**config.mk**
```make
export PLATFORM = sky130hd
export DESIGN_NAME = refsel_slope_ctrl
export DESIGN_NICKNAME = d
export VERILOG_FILES = /design/src/rtl/rs_pkg.sv /design/src/rtl/rs_sync.sv /design/src/rtl/rs_decode.sv /design/src/rtl/rs_window.sv /design/src/rtl/refsel_slope_ctrl.sv
export SDC_FILE = /design/constraint.sdc
export NUM_CORES = 1
export LEC_CHECK = 0
export CORE_UTILIZATION = 40
export CTS_BUF_LIST = sky130_fd_sc_hd__clkbuf_8
export CTS_CLUSTER_SIZE = 20
export DETAILED_ROUTE_END_ITERATION = 8
export PLACE_DENSITY = 0.57
export REMOVE_ABC_BUFFERS = 1
export SYNTH_ARGS = -nofsm -noshare
export SYNTH_HDL_FRONTEND = slang
export SYNTH_HIERARCHICAL = 1
export SYNTH_SLANG_ARGS = --single-unit
export TNS_END_PERCENT = 20
```
**constraint.sdc**
```tcl
create_clock -name clk -period 2.87 [get_ports clk]
set_input_delay 0.574 -clock clk [delete_from_list [all_inputs] [get_ports clk]]
set_output_delay 0.574 -clock clk [all_outputs]
set_load 0.05 [all_outputs]
```
**src/rtl/rs_pkg.sv**
```systemverilog
package rs_pkg;
  typedef enum logic [1:0] {
    SRC_DIFF0  = 2'd0,
    SRC_DIFF1  = 2'd1,
    SRC_SINGLE = 2'd2
  } src_t;

  localparam int unsigned NUM_SRC = 3;
endpackage

```
**src/rtl/rs_sync.sv**
```systemverilog
module rs_sync #(
  parameter int unsigned WIDTH  = 1,
  parameter int unsigned STAGES = 2
) (
  input  logic             clk,
  input  logic             rst_n,
  input  logic [WIDTH-1:0] d,
  output logic [WIDTH-1:0] q
);
  logic [WIDTH-1:0] stage_q [STAGES];

  always_ff @(posedge clk or negedge rst_n) begin
    if (!rst_n) stage_q[0] <= '0;
    else        stage_q[0] <= d;
  end

  for (genvar i = 1; i < STAGES; i++) begin : g_stage
    always_ff @(posedge clk or negedge rst_n) begin
      if (!rst_n) stage_q[i] <= '0;
      else        stage_q[i] <= stage_q[i-1];
    end
  end

  assign q = stage_q[STAGES-1];
endmodule

```
**src/rtl/rs_decode.sv**
```systemverilog
module rs_decode
  import rs_pkg::*;
(
  input  logic [1:0]         pins_sync,
  input  src_t               active,
  output src_t               wanted,
  output logic               differs,
  output logic [NUM_SRC-1:0] onehot
);
  logic [1:0] active_bits;

  // upper bit high selects the single-ended source; lower bit is a don't-care then
  always_comb begin
    if (pins_sync[1])      wanted = SRC_SINGLE;
    else if (pins_sync[0]) wanted = SRC_DIFF1;
    else                   wanted = SRC_DIFF0;
  end

  assign differs     = (wanted != active);
  assign active_bits = active;

  for (genvar i = 0; i < NUM_SRC; i++) begin : g_onehot
    assign onehot[i] = (active_bits == 2'(i));
  end
endmodule

```
**src/rtl/rs_window.sv**
```systemverilog
module rs_window #(
  parameter int unsigned WINDOW_CYCLES = 1024
) (
  input  logic clk,
  input  logic rst_n,
  input  logic start,
  output logic active_o
);
  localparam int unsigned CW = $clog2(WINDOW_CYCLES + 1);
  localparam logic [CW-1:0] LOAD = CW'(WINDOW_CYCLES);

  logic [CW-1:0] cnt;

  always_ff @(posedge clk or negedge rst_n) begin
    if (!rst_n)          cnt <= '0;
    else if (start)      cnt <= LOAD;
    else if (cnt != '0)  cnt <= cnt - 1'b1;
  end

  assign active_o = (cnt != '0);

  // window ends only after the last counted cycle
  p_window_end_r6: assert property (@(posedge clk) disable iff (!rst_n)
    $fell(active_o) |-> ($past(cnt) == CW'(1) && !$past(start)));
endmodule

```
**src/rtl/refsel_slope_ctrl.sv**
```systemverilog
module refsel_slope_ctrl
  import rs_pkg::*;
#(
  parameter int unsigned WINDOW_CYCLES = 1024,
  parameter int unsigned SYNC_STAGES   = 2
) (
  input  logic       clk,
  input  logic       rst_n,
  input  logic [1:0] sel_pins,
  input  logic       manual_limit,
  output logic [2:0] src_onehot,
  output logic [1:0] src_code,
  output logic       sel_update,
  output logic       limit_en
);
  logic [1:0] sel_sync;
  logic       man_sync;
  src_t       active_q;
  src_t       wanted;
  logic       differs;
  logic       upd_q;
  logic       win_on;

  rs_sync #(.WIDTH(2), .STAGES(SYNC_STAGES)) u_sel_sync (
    .clk(clk), .rst_n(rst_n), .d(sel_pins), .q(sel_sync)
  );

  rs_sync #(.WIDTH(1), .STAGES(SYNC_STAGES)) u_man_sync (
    .clk(clk), .rst_n(rst_n), .d(manual_limit), .q(man_sync)
  );

  rs_decode u_dec (
    .pins_sync(sel_sync), .active(active_q), .wanted(wanted),
    .differs(differs), .onehot(src_onehot)
  );

  always_ff @(posedge clk or negedge rst_n) begin
    if (!rst_n) begin
      active_q <= SRC_DIFF0;
      upd_q    <= 1'b0;
    end else begin
      upd_q <= differs;
      if (differs) active_q <= wanted;
    end
  end

  rs_window #(.WINDOW_CYCLES(WINDOW_CYCLES)) u_win (
    .clk(clk), .rst_n(rst_n), .start(differs), .active_o(win_on)
  );

  assign src_code   = active_q;
  assign sel_update = upd_q;
  assign limit_en   = man_sync | win_on;

  // one-hot vector agrees with the code
  p_onehot_match_r4: assert property (@(posedge clk) disable iff (!rst_n)
    src_onehot == (3'b001 << src_code));

  // the code moves only together with the update strobe
  p_code_hold_r5: assert property (@(posedge clk) disable iff (!rst_n)
    !sel_update |-> $stable(src_code));

  // a source change always shows a limiting window
  p_change_limits_r6: assert property (@(posedge clk) disable iff (!rst_n)
    sel_update |-> limit_en);

  // the single-ended code is never left by a change of the lower pin alone
  p_low_bit_ignored_r3: assert property (@(posedge clk) disable iff (!rst_n)
    (sel_update && src_code == 2'd2) |-> ($past(src_code) != 2'd2));
endmodule

```
Word level (Yosys, flattened, before mapping)
Index checks and enable logic that the tools add are counted.
W data, S select, Z words.
{"block": "totals", "ff_bits": 20, "latchBits": 0, "ram_bits": 0, "rom_bits": 0, "input_bits": 5, "output_inout_bits": 7, "elab_cells": 19, "memories": 0}
{"block": "classes", "n_addsub": 1, "multipliers": 0, "div_mod_pow": 0, "n_lt_le_gt_ge": 0, "n_eq_ne": 3, "shift": 0, "muxes": 4, "n_bitwise": 1, "reduce_logical": 3}
{"op": "$mux W11", "count": 2}
{"op": "$reduce_bool A11 Y1", "count": 1}
{"op": "$sub A11 B1 Y11 const B", "count": 1}
{"op": "$eq A2 B1 Y1 const B", "count": 1}
{"op": "$eq A2 B2 Y1 const B", "count": 1}
{"op": "$logic_not A2 Y1", "count": 1}
{"op": "$mux W2", "count": 1}
{"op": "$ne A2 B2 Y1", "count": 1}
{"op": "$reduce_bool A2 Y1", "count": 1}
{"op": "$mux W1", "count": 1}
{"op": "$or A1 B1 Y1", "count": 1}

Depth between registers and ports, before layout
Gate-level depths: netlist of the first run.
{"block": "logic_depth", "word_depth": 4, "mapped_depth": 7, "depth_no_buf": 6}

By module
Netlist of the first run, hierarchy kept.
{"module": "rs_window", "instances": 1, "cells_each": 57, "area_per_inst_um2": 595.6, "seq_area_each_um2": 275.3}
{"module": "rs_sync at u_sel_sync", "instances": 1, "cells_each": 6, "area_per_inst_um2": 115.1, "seq_area_each_um2": 100.1}
{"module": "refsel_slope_ctrl", "instances": 1, "cells_each": 6, "area_per_inst_um2": 103.8, "seq_area_each_um2": 75.1}
{"module": "rs_decode", "instances": 1, "cells_each": 8, "area_per_inst_um2": 50.0, "seq_area_each_um2": 0.0}
{"module": "rs_sync at u_man_sync", "instances": 1, "cells_each": 2, "area_per_inst_um2": 50.0, "seq_area_each_um2": 50.0}

Worst setup path after synthesis of the first run
No wires, ideal clock.
{"block": "synth_path", "kind": "register to output", "from": "reg u_win.cnt[0]", "to": "out limit_en", "arrival_time_ns": 2.033, "required_ns": 2.296, "slack_ns": 0.263, "path_stages_with_launch": 7, "path_buffers": 1, "cell_sequence": "dfrtp_1 > inv_1 > ha_1 > or3b_2 > or3_4 > buf_6 > or2_2"}
{"block": "synth_via", "elab_chain_cells": 2}
{"element": "from (decl)", "line": "rs_window.sv:12", "source": "logic [CW-1:0] cnt;"}
{"element": "from (signal assigned)", "line": "rs_window.sv:17", "source": "else if (cnt != '0) cnt <= cnt - 1'b1;"}
{"element": "$reduce_bool A11 Y1", "line": "rs_window.sv:20", "source": "assign active_o = (cnt != '0);"}
{"element": "net win_on", "line": "refsel_slope_ctrl.sv:22", "source": "logic win_on;"}
{"element": "$or A1 B1 Y1", "line": "refsel_slope_ctrl.sv:53", "source": "assign limit_en = man_sync | win_on;"}
{"element": "to (decl)", "line": "refsel_slope_ctrl.sv:14", "source": "output logic limit_en"}
The timed path passes the listed nets, and every way through them passes these cells.

Final worst setup path of the first run
Same ends and word-level chain as after synthesis.

==> impl_results.md, run 1 <==
* Post-synthesis cell count at 79
* Ys flop type: dfrtp_1
* Detailed placement HPWL at 987 um
* Routed via count at 635
* Vias in the first global route at 651
* Post-route ant nets at 0
* Worst EP arrival at 2230 ps
* Row count at 16
* Post-Synth Simple-Gate Area at 18.3%
* Fillers at 182
* Number of flops mapped to enable cells by yosys at 0
* First-pass GRT wire length at 2750 um
* Mux cell area share after synthesis at 2.46%
* Clock Pin Slew Worst Setup and Hold Paths at 70 ps
* Area growth, synth to finish at 23.7%
* Placed instance area at 1020 um2
* Synthesized flop and latch total at 20
* DR pass1 iterations at 4
* Final Hold Violating Endpoints at 0
* Largest net degree at the start of global routing at 21
* Total I/O pin count at 12
* Outcome: completed
* WP data required at 2300 ps
* CTS tree: done
* Final Critical Period at 2810 ps
* GPL Wtd Cong at 0.696
* Synth Warn # at 6
* Initial Utilization at 44.4%
* Final setup violation count at 0
* Startpoint class of the critical path: flip-flop
* Fin crit share at 97.8%
* Max-cap viol count at 0
* Die height at 49.8 um
* Remaining DRCs at 0
* Number of buffers and inverters on the critical path at 2
* Pwr/cell area at 1130 nW/um2
* Slew at the pin closest to its max-slew limit at 496 ps
* Leading area contributor after synthesis: dfrtp_1
* Leak pwr at 0.485 nW
* Synth top area share at 54.7%
* Antenna cells at 0
* Initial antenna violation count at 0
* Worst Setup End Kind: primary output
* Worst-case clock buffer depth at 2
* Final hold slack at 352 ps
* Setup CP Type: reg -> out
* Grt total ovfl at 0
* Vias per cell at 5.29
* Commonest non-fill, non-tap cell in the layout: dfrtp_1
* Synth area leaders: dfrtp_1 (55%), nor2_1 (3.7%), xnor2_1 (2.9%)
* Clk_skew at 5.16 ps
* Synth Area in Compound Gates at 11.8%
* WL/cell at 12.7 um
* Worst hold path class: reg -> reg
* Pwr Total at 1.27 mW
* Slew headroom at 66.8%
* Adder-cell share of the synthesized area at 1.37%
* Crit-path slowest cell: or3_4
* Total number of H-tree levels at 1
* Max Transition Viols Final at 0
* Clock root buffer master: clkbuf_8
* Crit-path leading delay family: simple AND/OR/NAND/NOR gates
* Crit path cell chain: inv_1 > ha_4 > or3b_4 > or3_4 > or2_2 > buf_4
* Die width at 49.8 um
* CP max stage delay at 430 ps
* Syn_area_per_cell at 11.6 um2
* Xor/xnor share of the synthesized area at 4.79%
* Final WL at 1520 um
* Post-synthesis sequential area ratio at 54.7%
* Maximum VDD drop at 449 uV
* Async set-reset flop share out of synthesis at 100%
* Clock Latency Late Sink at 260 ps
* CTS sink count at 20
* Die ar. at 2480 um2
* Worst-path fanout max at 5
* Synthesized area at 915 um2
* Final Cell Area at 1130 um2
* Total track usage at 14.7%
* Fin nets at 100
* Core Area at 2060 um2
* Fraction of layout cells with a size suffix above 1 at 21.5%
* Number of buffers created by CTS at 3
* Post-layout worst setup margin at 62.7 ps
* FMAX at 0.356 GHz
* Buffers on Ports at 11
* Most frequent cells in the layout: dfrtp_1 (20), clkdlybuf4s50_1 (10), nor2_1 (9)
* Largest family of logic cells by synthesized area: simple AND/OR/NAND/NOR gates
* Count of different cell masters after synthesis at 34
* Pre-CTS setup slack at 215 ps
* Initial DRC count at 14
## registers in the layout, summed over array words and instances, names as in the netlist
signal              count
u_win/cnt              11
src_code                2
u_sel_sync/q            2
u_sel_sync/stage_q      2
sel_update              1
u_man_sync/q            1
u_man_sync/stage_q      1
## through the flow
stage	utilization [%]	TNS, ps	instances
after floorplan	-	0	73
after global placement	49.6	0	113
after detailed placement	49.6	0	113
after CTS	53.2	0	117
after global routing	54.9	-1.46	120
final	54.9	0	120
## power breakdown
group	internal [mW]	switching [mW]	total [mW]
sequential	0.351	0.0708	0.422
combinational	0.263	0.311	0.574
clock	0.186	0.0920	0.278
total	0.801	0.473	1.27
## logic make-up (layout without fill, tap and decap cells)
kind of cell / after synthesis / count (layout)
DFF: 20 / 20
AOI/OAI and AO/OA: 14 / 14
adders and majority gates: 1 / 1
buffers and inverters: 9 / 23
muxes: 2 / 2
xor gates and xnor gates: 5 / 5
and+or+nand+nor: 28 / 28
## path summary, 6_finish.rpt
| check | startpoint | to | slack [ps] | cells after the start |
|---|---|---|---|---|
| worst max register to register | u_win/cnt[0] | u_win/cnt[7] | 910 | 5 |
| worst min register to register | u_sel_sync/stage_q[2] | u_sel_sync/q[0] | 350 | 0 |
| worst min-delay path | u_sel_sync/stage_q[2] | u_sel_sync/q[0] | 350 | 0 |
| max in group asynchronous | rst_n | u_win/cnt[0] | 2020 | 2 |
| worst max-delay path | u_win/cnt[0] | limit_en | 60 | 6 |
| min in group asynchronous | rst_n | src_code[0] | 650 | 2 |
## timing repair
item,CTS,global route
setup buffers,0,3
pin swaps,0,1
hold buffers,0,0
resized for setup,1,2
endpoints found under the setup margin,1,1
## layout make-up
type / count / area (um2) / area share [%]
Clock buffer: 3 / 41.3 / 3.65
Clock inverter: 1 / 30.0 / 2.65
Inverter: 3 / 11.3 / 0.996
Multi-Input combinational cell: 50 / 369 / 32.6
Sequential cell: 20 / 500 / 44.2
Tap cell: 27 / 33.8 / 2.99
Timing Repair Buffer: 16 / 145 / 12.8
## per-layer routing
metal	up-vias	GRT usage (%)	share of wire [%]
met3	4	2.78	2.6
met5	-	0	0
li1	303	-	-
met1	318	18.2	48
met4	0	7.14	1.8
met2	10	24.3	48
## synth_stat cells (2+ instances only)
library cell	count
nor2b_1	3
xnor2_1	3
dfrtp_1	20
buf_4	3
inv_1	3
mux2_2	2
xor2_1	2
buf_6	2
nor2_1	9
a21oi_1	5
o21ai_0	2
or3_1	2
nand2_1	2
(Power assumes the default switching activity.)
==> run 2: changes to the inputs <==
--- a/config.mk
+++ b/config.mk
@@ -5,11 +5,12 @@
 export SDC_FILE = /design/constraint.sdc
 export NUM_CORES = 1
 export LEC_CHECK = 0
-export CORE_UTILIZATION = 40
+export CORE_ASPECT_RATIO = 0.5
+export CORE_UTILIZATION = 35
 export CTS_BUF_LIST = sky130_fd_sc_hd__clkbuf_8
 export CTS_CLUSTER_SIZE = 20
 export DETAILED_ROUTE_END_ITERATION = 8
-export PLACE_DENSITY = 0.57
+export PLACE_DENSITY = 0.51
 export REMOVE_ABC_BUFFERS = 1
 export SYNTH_ARGS = -nofsm -noshare
 export SYNTH_HDL_FRONTEND = slang
==> impl_results.md, run 2 (same netlist as run 1, synthesis figures left out) <==
* Total track usage at 13.8% (-0.92 points)
* Final hold slack at 353 ps (+0.529 ps)
* First-pass GRT wire length at 2720 um (-1.0%)
* Hold path depth at 0 (unchanged)
* Slew headroom at 41.2% (-26 points)
* Maximum VDD drop at 415 uV (-7.6%)
* Combinational power share at 45.1% (about the same)
* Clock network fraction of design power at 21.8% (about the same)
* Most frequent cells in the layout: dfrtp_1 (20), clkdlybuf4s50_1 (10), nor2_1 (9)
* Worst Hold End: u_man_sync/q
* Max Transition Viols Final at 0 (unchanged)
* Row count at 12 (-4)
* Slew at the pin closest to its max-slew limit at 879 ps (+383 ps)
* WL/cell at 12.6 um (-0.83%)
* Clock Pin Slew Worst Setup and Hold Paths at 70 ps (about the same)
* Setup crit start: u_win/cnt[0]
* Antenna cells at 0 (unchanged)
* Worst-case clock buffer depth at 2 (unchanged)
* Worst R2R Path Depth at 7 (+2)
* Fin crit share at 98.4% (+0.55 points)
* CTS tree: done
* DR pass1 iterations at 4 (unchanged)
* Largest net degree at the start of global routing at 21 (unchanged)
* Clk_skew at 3.53 ps (-1.63 ps)
* Flop2flop setup slack at 910 ps (about the same)
* Leak pwr at 0.483 nW (-0.36%)
* FMAX at 0.354 GHz (-0.55%)
* Routed via count at 632 (-0.47%)
* Clock root buffer master: clkbuf_8
* Fin nets at 100 (unchanged)
* CTS sink count at 20 (unchanged)
* RR Startpoint: u_win/cnt[0]
* Outcome: completed
* Worst EP arrival at 2250 ps (+20 ps)
* Final WL at 1610 um (+5.8%)
* Reg with most FFs: u_win/cnt
* Final Critical Period at 2820 ps (+15.7 ps)
* Area growth, synth to finish at 23.7% (unchanged)
* Fillers at 216 (+19%)
* Setup CP Type: reg -> out
* Initial DRC count at 35 (+21)
* Largest register FFs at 11 (unchanged)
* Grt total ovfl at 0 (unchanged)
* Remaining DRCs at 0 (unchanged)
* Final setup violation count at 0 (unchanged)
* Internal power at 0.798 mW (-0.31%)
* Switching power at 0.474 mW (about the same)
* Die height at 38.1 um (-23%)
* Pre-CTS setup slack at 195 ps (-20.2 ps)
* Critical hold path startpoint: u_man_sync/stage_q[1]
* GPL Wtd Cong at 0.764 (+9.8%)
* Final Hold Violating Endpoints at 0 (unchanged)
* Clock Latency Late Sink at 260 ps (about the same)
* Fraction of layout cells with a size suffix above 1 at 21.5% (unchanged)
* Detailed placement HPWL at 1110 um (+13%)
* Total I/O pin count at 12 (unchanged)
* Startpoint class of the critical path: flip-flop
* Post-layout worst setup margin at 47.0 ps (-15.7 ps)
* Worst Setup End Kind: primary output
* Commonest non-fill, non-tap cell in the layout: dfrtp_1
* Vias per cell at 4.94 (-6.7%)
* Initial Utilization at 39.0% (-5.3 points)
* Initial antenna violation count at 0 (unchanged)
* Number of buffers created by CTS at 3 (unchanged)
* Worst hold path class: reg -> reg
* Die ar. at 2830 um2 (+14%)
* Worst-path fanout max at 4 (-1)
* Core Area at 2340 um2 (+14%)
* Switching share of total power at 37.2% (+0.095 points)
* WP data required at 2300 ps (about the same)
* Pwr/cell area at 1120 nW/um2 (-0.16%)
* Buffers on Ports at 11 (unchanged)
* Max-cap viol count at 0 (unchanged)
* Reg power frac at 33.2% (about the same)
* Die width at 74.3 um (+49%)
* Post-route ant nets at 0 (unchanged)
* Worst R2R End: u_win/cnt[0]
* Total number of H-tree levels at 1 (unchanged)
* Vias in the first global route at 598 (-8.1%)
[run 2: metal layers]
| metal | GRT usage (%) | wire (um) |
|---|---|---|
| met2 | 23.0 | 776 |
| met3 | 6.32 | 56 |
| met4 | 4.72 | 29 |
| met5 | 0 | 0 |
| met1 | 16.0 | 747 |
[run 2: worst max-delay path by stage]
| stage | depth (start not counted) | end |
|---|---|---|
| global route | 6 | limit_en |
| detailed placement | 6 | limit_en |
| finish | 6 | limit_en |
| CTS | 6 | limit_en |
| floorplan | 5 | limit_en |
| global placement | 6 | limit_en |
[run 2: through the flow]
stage	total power, mW	area, um2	std cells	util (%)	TNS [ps]
after floorplan	0.827	866	73	-	0
after global placement	0.938	1020	120	43.8	0
after detailed placement	0.959	1020	120	43.8	0
after CTS	1.25	1100	124	46.9	0
after global routing	1.36	1130	128	48.3	-32.7
final	1.27	1130	128	48.3	0
[run 2: worst max-delay path, stage by stage (launching register included)]
cell	delay, ps
dfrtp_1	410
inv_1	80
ha_2	210
or3b_4	410
or3_4	400
or2_2	300
buf_4	190
[run 2: power by group through the flow]
stage	combinational, mW	clock, mW	sequential, mW
after global routing	0.631	0.295	0.436
after detailed placement	0.530	0	0.429
after CTS	0.540	0.285	0.425
final	0.573	0.277	0.422
after floorplan	0.390	0	0.438
after global placement	0.517	0	0.420
[run 2: area by class of cell]
cell class | instances | area, um2 | area share (%)
flip-flops and latches | 20 | 500 | 44.2
multi-input cells | 50 | 359 | 31.7
repair buffers | 16 | 145 | 12.8
well taps | 35 | 43.8 | 3.87
clock buffers | 3 | 41.3 | 3.65
clock inverters | 1 | 30.0 | 2.65
inverters | 3 | 11.3 | 0.996
[run 2: what timing repair did]
| action | in CTS | in global routing |
|---|---|---|
| pin swaps | 0 | 1 |
| hold buffers | 0 | 0 |
| setup endpoints to repair | 1 | 1 |
| gates resized for setup | 1 | 1 |
| hold endpoints to repair | 0 | 0 |
| setup buffers | 0 | 4 |
==> run 3: changes to the inputs <==
--- a/config.mk
+++ b/config.mk
@@ -5,6 +5,7 @@
 export SDC_FILE = /design/constraint.sdc
 export NUM_CORES = 1
 export LEC_CHECK = 0
+export CAP_MARGIN = 10
 export CORE_ASPECT_RATIO = 0.5
 export CORE_UTILIZATION = 35
 export CTS_BUF_LIST = sky130_fd_sc_hd__clkbuf_8
@@ -12,6 +13,7 @@
 export DETAILED_ROUTE_END_ITERATION = 8
 export PLACE_DENSITY = 0.51
 export REMOVE_ABC_BUFFERS = 1
+export SLEW_MARGIN = 25
 export SYNTH_ARGS = -nofsm -noshare
 export SYNTH_HDL_FRONTEND = slang
 export SYNTH_HIERARCHICAL = 1
==> results of run 3 <==
The final DEF is identical to that of run 2; final timing and power are the same.
